### config.mk
export PLATFORM = sky130hd
export DESIGN_NAME = axil_rr_arbiter
export DESIGN_NICKNAME = d
export VERILOG_FILES = /design/src/rtl/axil_arb_pkg.sv /design/src/rtl/axil_rr_pick.sv /design/src/rtl/axil_arb_path.sv /design/src/rtl/axil_rr_arbiter.sv
export SDC_FILE = /design/constraint.sdc
export NUM_CORES = 1
export LEC_CHECK = 0
export BUFFER_PORTS_ARGS = -buffer_cell sky130_fd_sc_hd__buf_2
export CORE_AREA = 5 5 223 225
export CTS_BUF_LIST = sky130_fd_sc_hd__clkbuf_4 sky130_fd_sc_hd__clkbuf_8
export DETAILED_ROUTE_END_ITERATION = 6
export DIE_AREA = 0 0 228 230
export SYNTH_ARGS = -nofsm -noshare
export SYNTH_HDL_FRONTEND = slang
export SYNTH_SLANG_ARGS = --single-unit
### constraint.sdc
create_clock -name clk -period 2.18 [get_ports clk]
set_input_delay 0.218 -clock clk [delete_from_list [all_inputs] [get_ports clk]]
set_output_delay 0.218 -clock clk [all_outputs]
set_load 0.02 [all_outputs]
### src/rtl/axil_arb_pkg.sv
package axil_arb_pkg;

    typedef enum logic [1:0] {
        ST_IDLE = 2'd0,
        ST_ADDR = 2'd1,
        ST_RESP = 2'd2
    } arb_state_e;

    function automatic int idx_width(input int n);
        return (n > 1) ? $clog2(n) : 1;
    endfunction

endpackage

### src/rtl/axil_rr_pick.sv
module axil_rr_pick #(
    parameter int N     = 3,
    parameter int IDX_W = 2
) (
    input  logic [N-1:0]     req,
    input  logic [IDX_W-1:0] last,
    output logic             found,
    output logic [IDX_W-1:0] pick
);

    always_comb begin
        int j;
        found = 1'b0;
        pick  = '0;
        for (int k = 1; k <= N; k++) begin
            j = (int'(last) + k) % N;
            if (!found && req[j]) begin
                found = 1'b1;
                pick  = IDX_W'(j);
            end
        end
    end

endmodule

### src/rtl/axil_arb_path.sv
module axil_arb_path
    import axil_arb_pkg::*;
#(
    parameter int N         = 3,
    parameter bit WITH_DATA = 1'b1,
    localparam int IDX_W    = idx_width(N)
) (
    input  logic             clk,
    input  logic             rst_n,
    input  logic [N-1:0]     req,
    input  logic             addr_hs,
    input  logic             data_hs,
    input  logic             resp_hs,
    output logic [IDX_W-1:0] gnt_idx,
    output logic             addr_en,
    output logic             data_en,
    output logic             resp_en
);

    arb_state_e       state, nxt;
    logic [IDX_W-1:0] last_idx;
    logic             addr_done, data_done;
    logic             found;
    logic [IDX_W-1:0] pick;
    logic             addr_ok, data_ok, keep, enter_addr;

    axil_rr_pick #(.N(N), .IDX_W(IDX_W)) pick_i (
        .req   (req),
        .last  (last_idx),
        .found (found),
        .pick  (pick)
    );

    assign addr_ok    = addr_done | addr_hs;
    assign data_ok    = WITH_DATA ? (data_done | data_hs) : 1'b1;
    assign keep       = resp_hs & req[gnt_idx];
    assign enter_addr = ((state == ST_IDLE) && found) || ((state == ST_RESP) && keep);

    // next-state process
    always_comb begin
        nxt = state;
        unique case (state)
            ST_IDLE: if (found)             nxt = ST_ADDR;   // arbitrate
            ST_ADDR: if (addr_ok && data_ok) nxt = ST_RESP;  // issued
            ST_RESP: if (resp_hs)           nxt = keep ? ST_ADDR : ST_IDLE; // keep / release
            default:                        nxt = ST_IDLE;
        endcase
    end

    // state register
    always_ff @(posedge clk) begin
        if (!rst_n) state <= ST_IDLE;
        else        state <= nxt;
    end

    // grant and progress registers
    always_ff @(posedge clk) begin
        if (!rst_n) begin
            gnt_idx   <= '0;
            last_idx  <= IDX_W'(N - 1);
            addr_done <= 1'b0;
            data_done <= 1'b0;
        end else begin
            if (state == ST_IDLE && found) begin
                gnt_idx  <= pick;
                last_idx <= pick;
            end
            if (enter_addr) begin
                addr_done <= 1'b0;
                data_done <= 1'b0;
            end else if (state == ST_ADDR) begin
                if (addr_hs) addr_done <= 1'b1;
                if (data_hs) data_done <= 1'b1;
            end
        end
    end

    // output process
    always_comb begin
        addr_en = 1'b0;
        data_en = 1'b0;
        resp_en = 1'b0;
        unique case (state)
            ST_IDLE: ;
            ST_ADDR: begin
                addr_en = !addr_done;
                data_en = WITH_DATA && !data_done;
            end
            ST_RESP: resp_en = 1'b1;
            default: ;
        endcase
    end

    AST_HOLD_IN_RESP: assert property (@(posedge clk) disable iff (!rst_n)
        (state == ST_RESP && !resp_hs) |=> (state == ST_RESP && $stable(gnt_idx)));
    AST_STICKY_KEEP: assert property (@(posedge clk) disable iff (!rst_n)
        (state == ST_RESP && resp_hs && req[gnt_idx]) |=> (state == ST_ADDR && $stable(gnt_idx)));
    AST_RELEASE_IDLE: assert property (@(posedge clk) disable iff (!rst_n)
        (state == ST_RESP && resp_hs && !req[gnt_idx]) |=> (state == ST_IDLE));
    AST_NO_ADDR_IN_RESP: assert property (@(posedge clk) disable iff (!rst_n)
        (state == ST_RESP) |-> !addr_hs);

endmodule

### src/rtl/axil_rr_arbiter.sv
module axil_rr_arbiter
    import axil_arb_pkg::*;
#(
    parameter int N     = 3,
    parameter int AW    = 32,
    parameter int DW    = 32,
    localparam int SW   = DW / 8,
    localparam int IDX_W = idx_width(N)
) (
    input  logic            clk,
    input  logic            rst_n,
    input  logic [N-1:0]    m_awvalid,
    output logic [N-1:0]    m_awready,
    input  logic [N*AW-1:0] m_awaddr,
    input  logic [N-1:0]    m_wvalid,
    output logic [N-1:0]    m_wready,
    input  logic [N*DW-1:0] m_wdata,
    input  logic [N*SW-1:0] m_wstrb,
    output logic [N-1:0]    m_bvalid,
    input  logic [N-1:0]    m_bready,
    output logic [N*2-1:0]  m_bresp,
    input  logic [N-1:0]    m_arvalid,
    output logic [N-1:0]    m_arready,
    input  logic [N*AW-1:0] m_araddr,
    output logic [N-1:0]    m_rvalid,
    input  logic [N-1:0]    m_rready,
    output logic [N*DW-1:0] m_rdata,
    output logic [N*2-1:0]  m_rresp,
    output logic            s_awvalid,
    input  logic            s_awready,
    output logic [AW-1:0]   s_awaddr,
    output logic            s_wvalid,
    input  logic            s_wready,
    output logic [DW-1:0]   s_wdata,
    output logic [SW-1:0]   s_wstrb,
    input  logic            s_bvalid,
    output logic            s_bready,
    input  logic [1:0]      s_bresp,
    output logic            s_arvalid,
    input  logic            s_arready,
    output logic [AW-1:0]   s_araddr,
    input  logic            s_rvalid,
    output logic            s_rready,
    input  logic [DW-1:0]   s_rdata,
    input  logic [1:0]      s_rresp
);

    logic [IDX_W-1:0] w_gnt, r_gnt;
    logic             w_addr_en, w_data_en, w_resp_en;
    logic             r_addr_en, r_data_en, r_resp_en;
    logic             rd_data_en_unused;

    assign rd_data_en_unused = r_data_en;

    axil_arb_path #(.N(N), .WITH_DATA(1'b1)) wr_path_i (
        .clk     (clk),
        .rst_n   (rst_n),
        .req     (m_awvalid),
        .addr_hs (s_awvalid & s_awready),
        .data_hs (s_wvalid & s_wready),
        .resp_hs (s_bvalid & s_bready),
        .gnt_idx (w_gnt),
        .addr_en (w_addr_en),
        .data_en (w_data_en),
        .resp_en (w_resp_en)
    );

    axil_arb_path #(.N(N), .WITH_DATA(1'b0)) rd_path_i (
        .clk     (clk),
        .rst_n   (rst_n),
        .req     (m_arvalid),
        .addr_hs (s_arvalid & s_arready),
        .data_hs (1'b0),
        .resp_hs (s_rvalid & s_rready),
        .gnt_idx (r_gnt),
        .addr_en (r_addr_en),
        .data_en (r_data_en),
        .resp_en (r_resp_en)
    );

    // slave-side multiplexing of the granted master
    assign s_awvalid = w_addr_en & m_awvalid[w_gnt];
    assign s_awaddr  = m_awaddr[w_gnt*AW +: AW];
    assign s_wvalid  = w_data_en & m_wvalid[w_gnt];
    assign s_wdata   = m_wdata[w_gnt*DW +: DW];
    assign s_wstrb   = m_wstrb[w_gnt*SW +: SW];
    assign s_bready  = w_resp_en & m_bready[w_gnt];
    assign s_arvalid = r_addr_en & m_arvalid[r_gnt];
    assign s_araddr  = m_araddr[r_gnt*AW +: AW];
    assign s_rready  = r_resp_en & m_rready[r_gnt];

    // master-side routing, only the granted master is driven
    for (genvar i = 0; i < N; i++) begin : g_mst
        logic w_sel, r_sel;
        assign w_sel = (w_gnt == IDX_W'(i));
        assign r_sel = (r_gnt == IDX_W'(i));
        assign m_awready[i]           = w_addr_en & w_sel & s_awready;
        assign m_wready[i]            = w_data_en & w_sel & s_wready;
        assign m_bvalid[i]            = w_resp_en & w_sel & s_bvalid;
        assign m_bresp[i*2 +: 2]      = (w_resp_en & w_sel) ? s_bresp : 2'b00;
        assign m_arready[i]           = r_addr_en & r_sel & s_arready;
        assign m_rvalid[i]            = r_resp_en & r_sel & s_rvalid;
        assign m_rresp[i*2 +: 2]      = (r_resp_en & r_sel) ? s_rresp : 2'b00;
        assign m_rdata[i*DW +: DW]    = (r_resp_en & r_sel) ? s_rdata : '0;
    end

    AST_AWREADY_ONEHOT: assert property (@(posedge clk) disable iff (!rst_n) $onehot0(m_awready));
    AST_WREADY_ONEHOT: assert property (@(posedge clk) disable iff (!rst_n) $onehot0(m_wready));
    AST_BVALID_ONEHOT: assert property (@(posedge clk) disable iff (!rst_n) $onehot0(m_bvalid));
    AST_RVALID_ONEHOT: assert property (@(posedge clk) disable iff (!rst_n) $onehot0(m_rvalid));
    AST_ARREADY_ONEHOT: assert property (@(posedge clk) disable iff (!rst_n) $onehot0(m_arready));

endmodule

After elaboration in Yosys (flattened, before gate mapping):

Index checks and enable logic that the tools add are counted.

* word-level logic and storage cells: 186
* input port bits: 358
* flip-flop bits (word level): 15

* div/mod/pow operators: 6
* reductions and logical operators: 29
* shift operators: 4
* mux-type cells: 64
* equality and inequality tests: 14
* $lt $le $gt $ge: 8
* bitwise gates (word level): 46
* add/subtract/negate cells: 6

Operators with widths (number)
* $shiftx A96 B8 Y32: 3
* $lt A32 B4 Y1 const B: 6
* $mod A32 B3 Y32 const B: 6
* $mux W32: 3
* $and A1 B1 Y1: 42
* $mux W2: 18
* $mux W1: 30
* $bmux W1 S2: 11
* $add A2 B2 Y3 const B: 4
* $ne A2 B1 Y1 const B: 6
* $pmux W2 S3: 2
* $shiftx A12 B5 Y4: 1
* $logic_and A1 B1 Y1: 9
* $eq A2 B1 Y1 const B: 4
* $eq A2 B2 Y1 const B: 4
* $logic_not A2 Y1: 4
* $logic_not A1 Y1: 7
* $add A2 B1 Y3 const B: 2
* $lt A2 B3 Y1 const B: 2
* $reduce_and A2 Y1: 3
* $reduce_and A3 Y1: 2
* $reduce_or A2 Y1: 2
* $or A1 B1 Y1: 3
* $logic_or A1 B1 Y1: 2
* $not A1 Y1: 1

Depth between registers and ports, before layout:

Gate-level depths: netlist (run 1).

* depth in word-level cells: 15
* mapped depth: 9

Cells and area by module:

From an unflattened synthesis (run 1), not the netlist that was laid out.

* cell total of the unflattened synthesis: 641
* area, all modules: 4145.2 um^2

Modules (own cells, without submodules)
* axil_rr_arbiter: seq. area each 0.0 um^2, cells each 519, area each 3196.8 um^2, instances 1
* axil_arb_path (wr_path_i): seq. area each 140.1 um^2, cells each 41, area each 361.6 um^2, instances 1
* axil_arb_path (rd_path_i): seq. area each 120.1 um^2, cells each 41, area each 324.1 um^2, instances 1
* axil_rr_pick: seq. area each 0.0 um^2, cells each 20, area each 131.4 um^2, instances 2

Least setup slack after synthesis (run 1):

Ideal clock, no wire load.

* kind: reg-to-reg
* start point: reg rd_path_i.last_idx[0]
* end point: reg rd_path_i.state[0]
* arrival: 2.084 ns
* cell stages (with the launch flop): 9
* library setup time: 0.115 ns
* required time: 2.065 ns
* slack: -0.018 ns
* buffers on the path: 2
* cell sequence: dfxtp_1 buf_4 buf_2 inv_1 ha_1 o21a_4 o41ai_4 nand2_2 o21a_1

* cells in the longest elaborated chain, start to end: 14

RTL lines
* from (decl): line axil_arb_path.sv:21 `logic [IDX_W-1:0] last_idx;`
* from (signal assigned): line axil_arb_path.sv:60 `last_idx <= IDX_W'(N - 1);`
* from (signal assigned): line axil_arb_path.sv:66 `last_idx <= pick;`
* $add A2 B1 Y3: line axil_rr_pick.sv:16 `j = (int'(last) + k) % N;`
* $mod A32 B3 Y32: line axil_rr_pick.sv:16
* $bmux W1 S2: line axil_rr_pick.sv:17 `if (!found && req[j]) begin`
* $mux W1 (implied by the code) (2 in series): line axil_rr_pick.sv:17
* $mux W1: line axil_rr_pick.sv:17
* $logic_not A1 Y1: line axil_rr_pick.sv:17
* $logic_and A1 B1 Y1: line axil_rr_pick.sv:17
* $mux W1: line axil_rr_pick.sv:17
* $logic_not A1 Y1: line axil_rr_pick.sv:17
* $logic_and A1 B1 Y1: line axil_rr_pick.sv:17
* $mux W1 *: line axil_rr_pick.sv:17
* $ne A2 B1 Y1 (no line) *
* $reduce_and A3 Y1 (no line) *
* to (signal assigned): line axil_arb_path.sv:53 `else state <= nxt;`
* to (decl): line axil_arb_path.sv:20 `arb_state_e state, nxt;`

Mark *: on every way between the ends. The rest lies on a longest branch, timed or not. The select of a mux whose other input is x is not followed.
A chain may end at the register's enable or synchronous reset.

Final worst setup path (run 1):

* start point: reg wr_path_i.gnt_idx[1]
* end point: out s_awaddr[6]

* cells in the longest elaborated chain, start to end: 1

RTL lines
* from (decl): line axil_arb_path.sv:14 `output logic [IDX_W-1:0] gnt_idx,`
* from (signal assigned): line axil_arb_path.sv:65 `gnt_idx <= pick;`
* $shiftx A96 B8 Y32: line axil_rr_arbiter.sv:83 `assign s_awaddr = m_awaddr[w_gnt*AW +: AW];`
* to (decl): line axil_rr_arbiter.sv:31 `output logic [AW-1:0] s_awaddr,`

Every way passes these cells.

==> results of run 1 <==
[layout make-up]
| class | count | area share (%) |
|---|---|---|
| flip-flops and latches | 13 | 3.44 |
| multi-input cells | 552 | 45.3 |
| diodes | 1 | 0.0323 |
| inverters | 8 | 0.387 |
| repair buffers | 605 | 40.3 |
| clock buffers | 4 | 0.629 |
| well taps | 615 | 9.92 |
[critical path: cells and delay by family, from the launching register on]
kind | cells | cell delay (ns)
AO/OA/AOI/OAI | 1 | 0.30
flip-flops | 1 | 0.58
buffers and inverters | 2 | 0.52
multiplexers | 1 | 0.12
[cells by family after synthesis]
group / synth area share, %
adder cells (fa/ha/maj): 1.87
AND/OR/NAND/NOR: 37.1
buffers and inverters: 6.58
AO/OA/AOI/OAI: 21.2
flip-flops: 6.49
multiplexers: 26.7
[power groups by stage]
stage / Combinational (W) / Sequential (W) / Clock, W
floorplan: 0.00340 / 0.000355 / 0
global placement: 0.00564 / 0.000446 / 0
detailed placement: 0.00566 / 0.000446 / 0
CTS: 0.00566 / 0.000442 / 0.000264
global route: 0.00597 / 0.000458 / 0.000273
finish: 0.00554 / 0.000446 / 0.000242
[worst max path at each step]
| stage | from | endpoint | slack, ns | depth (start not counted) |
|---|---|---|---|---|
| 3_5_place_dp | rd_path_i.last_idx[0]$_SDFFE_PN0P_ | rd_path_i.state[0]$_SDFFE_PN0P_ | 0.32 | 7 |
| 5_1_grt | rd_path_i.last_idx[0]$_SDFFE_PN0P_ | m_rdata[57] | 0.04 | 6 |
| 2_1_floorplan | rd_path_i.last_idx[0]$_SDFFE_PN0P_ | rd_path_i.state[0]$_SDFFE_PN0P_ | 0.06 | 8 |
| 4_1_cts | rd_path_i.last_idx[0]$_SDFFE_PN0P_ | m_rdata[57] | 0.14 | 6 |
| 3_3_place_gp | rd_path_i.last_idx[0]$_SDFFE_PN0P_ | rd_path_i.state[0]$_SDFFE_PN0P_ | 0.32 | 6 |
| 6_report | wr_path_i.gnt_idx[1]$_SDFFE_PN0P_ | s_awaddr[6] | 0.15 | 4 |
[registers in the layout, indices dropped and copies added, names as in the netlist]
name,flops
wr_path_i.addr_done,1
wr_path_i.last_idx,2
rd_path_i.state,2
wr_path_i.data_done,1
wr_path_i.state,2
rd_path_i.addr_done,1
rd_path_i.last_idx,2
rd_path_i.gnt_idx,1
wr_path_i.gnt_idx,1
[metal layers]
| metal | track usage [%] | part of all wire [%] |
|---|---|---|
| met1 | 12.3 | 38 |
| met2 | 21.2 | 51 |
| met3 | 2.90 | 8.0 |
| met5 | 0 | 0.15 |
| met4 | 1.83 | 2.1 |
[metrics by stage]
stage | hold WS, ns | util [%] | area [um^2] | worst slack, ns
final | 0.280 | 16.4 | 7760 | 0.155
after global routing | 0.311 | 16.4 | 7760 | 0.0363
after CTS | 0.258 | 16.4 | 7750 | 0.141
after detailed placement | 0.486 | 16.3 | 7710 | 0.317
after global placement | 0.493 | 16.3 | 7710 | 0.317
after floorplan | 0.369 | - | 4020 | 0.0644
[cell usage in the layout (no fill, tap or decap), types with 8 or more instances in the layout]
cell type,netlist,final
sky130_fd_sc_hd__o21ai_0,107,107
sky130_fd_sc_hd__dfxtp_1,13,10
sky130_fd_sc_hd__mux2i_1,107,107
sky130_fd_sc_hd__nand2b_1,10,10
sky130_fd_sc_hd__buf_2,22,585
sky130_fd_sc_hd__and3_1,35,35
sky130_fd_sc_hd__nor2_1,27,26
sky130_fd_sc_hd__a21oi_1,10,10
sky130_fd_sc_hd__buf_4,2,16
sky130_fd_sc_hd__inv_1,8,8
sky130_fd_sc_hd__nand2_1,115,115
sky130_fd_sc_hd__and2_1,76,76
==> out/results.tsv, run 1 <==
metric	value	unit
maximum number of pins on one net before global-route repair	59	
Warnings, synthesis	0	
clock net sink count	13	
number of H-tree levels	1	
relative contribution of combinational cells to total power	89.0	%
Initial Util	8.48	%
share of cells above drive strength 1	52.6	%
antenna violation net count after detailed routing	0	
Post-synth EDFFs	0	
kind of start point of the critical path	flip-flop	
count of cells resized by post-cts repair	0	
ratio of total power to cell area	803	nW/um^2
core outline area	47300	um^2
proportion of total power due to net switching	61.4	%
gp weighted congestion	0.840	
vias in the first global route	6523	
Mapped Area	4010	um^2
hold-fix buffer count after cts	0	
Most used DFF post-synth	sky130_fd_sc_hd__dfxtp_1	
Cells on Worst Hold Path	3	
Worst R2R Setup Slack	0.32	ns
status	finished clean	
nature of the critical path endpoint	output pin	
worst supply voltage drop on vdd	0.000400	V
buffers added on ports	585	
DR DRC count	0	
highest fanout seen on the critical path	33	
TritonCTS clock tree	yes	
cell types with the largest area share after synthesis	sky130_fd_sc_hd__mux2i_1, sky130_fd_sc_hd__o21ai_0, sky130_fd_sc_hd__and2_1	
half-perimeter wire length after placement	29200	um
Fillers	5560	
final sum of negative setup slack	0	ns
Async S/R FF share, synth	0	%
via-per-instance ratio	3.72	
Net Count, Synth	990	
count of buffers added by post-CTS timing repair for setup	0	
Worst path slowest cell	sky130_fd_sc_hd__dfxtp_4	
Power Total	0.00623	W
antenna violations before repair	11	
share of the clock period used by the worst path	92.9	%
syn avg cell area	6.41	um^2
fin cells	1798	
time the final worst path needs with I/O delays and setup	2.03	ns
top-level port count	586	
Setup-failing EPs final	0	
DRT iter0 DRCs	236	
number of iterations in the first detailed-routing pass	4	
wire length of the first global-routing pass	44000	um
HP Start	m_awvalid[1]	
Post-layout nets	1547	
leakage power of the design	4.03	nW
headroom to the max-slew limit	67.5	%
aggregate global routing overflow	0	
power spent charging and discharging nets	0.00383	W
share of the synthesized area in the top cell type	26.7	%
area of the die	52400	um^2
synthesized instance count	626	
Rows	80	
clock share of power	3.9	%
critical path, cell by cell	buf_12, mux2i_1, o21ai_0, buf_2	
critical path arrival	1.81	ns
launch point of the worst reg-to-reg path	rd_path_i.last_idx[0]$_SDFFE_PN0P_	
highest clock frequency the design can meet	0.494	GHz
cell accounting for the most synthesized area	sky130_fd_sc_hd__mux2i_1	
count of cells along the worst register-to-register path	7	
Distinct cells, synth	45	
insertion delay of the later-clocked pin in the worst-skew pair	0.25	ns
routed vias	6689	
area used by multi-input combinational logic	3510	um^2
clock tree skew after final layout	0.000827	ns
synth cell count leaders	sky130_fd_sc_hd__nand2_1, sky130_fd_sc_hd__mux2i_1, sky130_fd_sc_hd__o21ai_0	
Crit path required time	1.96	ns
width of the die	228	um
number of clock buffers inserted by TritonCTS	3	
Sequential cell area	267	um^2
proportion of synthesized chip area in sequential cells	6.49	%
master cell of the clock root buffer	sky130_fd_sc_hd__clkbuf_8	
unrepaired setup endpoints after global routing	false	
routed length per instance	17.7	um
Longest Clk Path Bufs	2	
GRT Util Overall	11.0	%
max cap viols	0	
total wire length	31900	um
CP max stage delay	0.58	ns
count of state elements after synthesis	13	
Hold Path Class	in -> reg	
placed cell count	1793	
max-slew violation count	0	
Reg power frac	7.2	%
internal power	0.00240	W
layout-stage area growth over the synthesis result	93.3	%
Final Hold Vio Count	0	
critical path class	reg -> out	
FF-to-FF End	rd_path_i.state[0]$_SDFFE_PN0P_	
most common cell in the synthesized netlist	sky130_fd_sc_hd__nand2_1	
height of the die	230	um
hold endpoint	wr_path_i.last_idx[0]$_SDFFE_PN0P_	
slew at the pin with the worst max-slew slack	0.488	ns
clock transition time at the flip-flop clock pins of the worst setup and hold paths	0.06	ns
No activity file was read; power rests on OpenSTA's default activity.
==> inputs of run 2 (changes only) <==
--- a/config.mk
+++ b/config.mk
@@ -12,2 +12,3 @@
 export DIE_AREA = 0 0 228 230
+export PLACE_DENSITY_LB_ADDON = 0.08
 export SYNTH_ARGS = -nofsm -noshare
--- a/constraint.sdc
+++ b/constraint.sdc
@@ -3,2 +3,2 @@
 set_output_delay 0.218 -clock clk [all_outputs]
-set_load 0.02 [all_outputs]
+set_load 0.01 [all_outputs]
==> run 2 against run 1 <==
Compared with the run above: clock power down 7%; worst hold slack better by 0.016 ns; first-iteration DRC count shrank 42%; design area down 0.34%; non-clock buffer count decreased by 5; clock skew about the same; maximum frequency decreased by 1.0%; largest cell class unchanged.
==> out/results.tsv, run 2 (synthesized netlist as in run 1, its figures left out) <==
metric	value	unit	change
status	finished clean		
layout-stage area growth over the synthesis result	92.7	%	
gp weighted congestion	0.801		-4.6%
share of cells above drive strength 1	52.4	%	-0.20 points
aggregate global routing overflow	0		unchanged
CP bufs+invs	2		unchanged
relative contribution of combinational cells to total power	87.7	%	-1.3 points
DRT iter0 DRCs	136		-42%
critical path class	reg -> out		
Hold Path Class	in -> reg		
most crowded layer after global routing	met2		
max-slew violation count	0		unchanged
DR DRC count	0		unchanged
GRT met3 Usage	4.28	%	+1.4 points
clock net sink count	13		unchanged
Longest Clk Path Bufs	2		unchanged
count of buffers added by post-CTS timing repair for setup	0		unchanged
buffers added on ports	585		unchanged
leakage power of the design	4.01	nW	-0.49%
Worst path slowest cell	sky130_fd_sc_hd__dfxtp_4		
tightest hold margin	0.297	ns	+0.0162 ns
top-level port count	586		unchanged
pre-CTS WS	0.273	ns	-0.0441 ns
nature of the critical path endpoint	output pin		
highest fanout seen on the critical path	32		-3.0%
antenna violation net count after detailed routing	0		unchanged
proportion of total power due to net switching	55.2	%	-6.2 points
wire length of the first global-routing pass	47500	um	+7.9%
met1 Usage GRT	11.7	%	-0.63 points
Post-layout nets	1542		-0.32%
unrepaired setup endpoints after global routing	false		
Final Hold Vio Count	0		unchanged
area of the die	52400	um^2	unchanged
ratio of total power to cell area	684	nW/um^2	-15%
HP Start	s_awready		
hold-fix buffer count after cts	0		unchanged
Setup-failing EPs final	0		unchanged
cell family with the largest share of critical-path delay	buffers and inverters		
clock share of power	4.3	%	+0.4 points
insertion delay of the later-clocked pin in the worst-skew pair	0.24	ns	about the same
clock transition time at the flip-flop clock pins of the worst setup and hold paths	0.06	ns	about the same
power spent charging and discharging nets	0.00292	W	-24%
routed length per instance	18.6	um	+4.9%
core outline area	47300	um^2	unchanged
kind of start point of the critical path	flip-flop		
max cap viols	0		unchanged
maximum number of pins on one net before global-route repair	70		+19%
height of the die	230	um	unchanged
CP max stage delay	0.48	ns	-0.10 ns
setup slack of the critical path after layout	0.134	ns	-0.0213 ns
via-per-instance ratio	3.66		-1.6%
DP Area	7670	um^2	-0.41%
commonest cells after routing, fill and taps aside	sky130_fd_sc_hd__buf_2, sky130_fd_sc_hd__nand2_1, sky130_fd_sc_hd__mux2i_1, sky130_fd_sc_hd__o21ai_0, sky130_fd_sc_hd__and2_1		
critical path arrival	1.83	ns	+0.02 ns
number of clock buffers inserted by TritonCTS	3		unchanged
Initial Util	8.48	%	unchanged
crit path from	wr_path_i.gnt_idx[1]$_SDFFE_PN0P_		
half-perimeter wire length after placement	29000	um	-0.43%
Global Route met2 Usage	23.7	%	+2.5 points
headroom to the max-slew limit	61.5	%	-6.0 points
final sum of negative setup slack	0	ns	unchanged
Power Total	0.00529	W	-15%
routed vias	6572		-1.7%
TritonCTS clock tree	yes		
width of the die	228	um	unchanged
clock tree skew after final layout	0.000968	ns	+0.000141 ns
share of the clock period used by the worst path	93.9	%	+0.98 points
master cell of the clock root buffer	sky130_fd_sc_hd__clkbuf_8		
time the final worst path needs with I/O delays and setup	2.05	ns	+0.0213 ns
antenna violations before repair	9		-2
launch point of the worst reg-to-reg path	rd_path_i.last_idx[1]$_SDFFE_PN1P_		
vias in the first global route	6932		+6.3%
Reg power frac	8.0	%	+0.8 points
internal power	0.00237	W	-1.5%
critical path, cell by cell	buf_12, mux2i_1, o21ai_0, buf_2		
total wire length	33400	um	+4.7%
Crit path required time	1.96	ns	about the same
GRT Util Overall	11.7	%	+0.71 points
count of cells resized by post-cts repair	0		unchanged
worst supply voltage drop on vdd	0.000315	V	-21%
number of H-tree levels	1		unchanged
slew at the pin with the worst max-slew slack	0.572	ns	+0.0842 ns
number of iterations in the first detailed-routing pass	5		+1
highest clock frequency the design can meet	0.489	GHz	-1.0%
most common library cell in the layout ignoring fill and taps	sky130_fd_sc_hd__buf_2		
post-route standard cell area excluding fillers	7730	um^2	-0.34%
Rows	80		unchanged
==> run 2: worst min-delay path, delay by kind of cell <==
family                 cells  cell delay (ns)
AND/OR/NAND/NOR            1             0.08
buffers and inverters      1             0.09
AO/OA/AOI/OAI              1             0.12
==> run 2: per-stage QoR <==
| stage | cells | utilization, % |
|---|---|---|
| 3_3_place_gp | 1788 | 16.2 |
| 4_1_cts | 1792 | 16.3 |
| 2_1_floorplan | 626 | - |
| 3_5_place_dp | 1788 | 16.2 |
| 6_report | 1795 | 16.3 |
| 5_1_grt | 1793 | 16.3 |
==> run 2: power groups by stage <==
stage          sequential [W]  combinational, W  clock (W)
2_1_floorplan        0.000355           0.00275          0
3_3_place_gp         0.000434           0.00481          0
3_5_place_dp         0.000432           0.00475          0
4_1_cts              0.000427           0.00477   0.000246
5_1_grt              0.000446           0.00511   0.000261
6_report             0.000425           0.00464   0.000225
==> run 2: layout make-up <==
class,count,area (um^2)
antenna,3,7.51
tap,615,769
multi-input combinational,552,3510
sequential,13,267
inverter,8,30.0
fill,5582,39600
timing repair buffer,600,3100
clock buffer,4,48.8
==> run 2: path summary, 6_finish.rpt <==
kind	to	slack [ns]	cells past startpoint
worst max-delay path	s_wdata[29]	0.13	4
worst min-delay path	wr_path_i.addr_done$_SDFFE_PP0P_	0.30	3
worst max register to register	rd_path_i.state[0]$_SDFFE_PN0P_	0.30	7
worst min register to register	rd_path_i.last_idx[1]$_SDFFE_PN1P_	0.52	2
==> run 2: per-layer routing <==
layer,routed length (um),vias to the layer above
met4,428,8
met1,11700,2919
li1,-,3281
met3,2950,24
met5,61,-
met2,18300,340
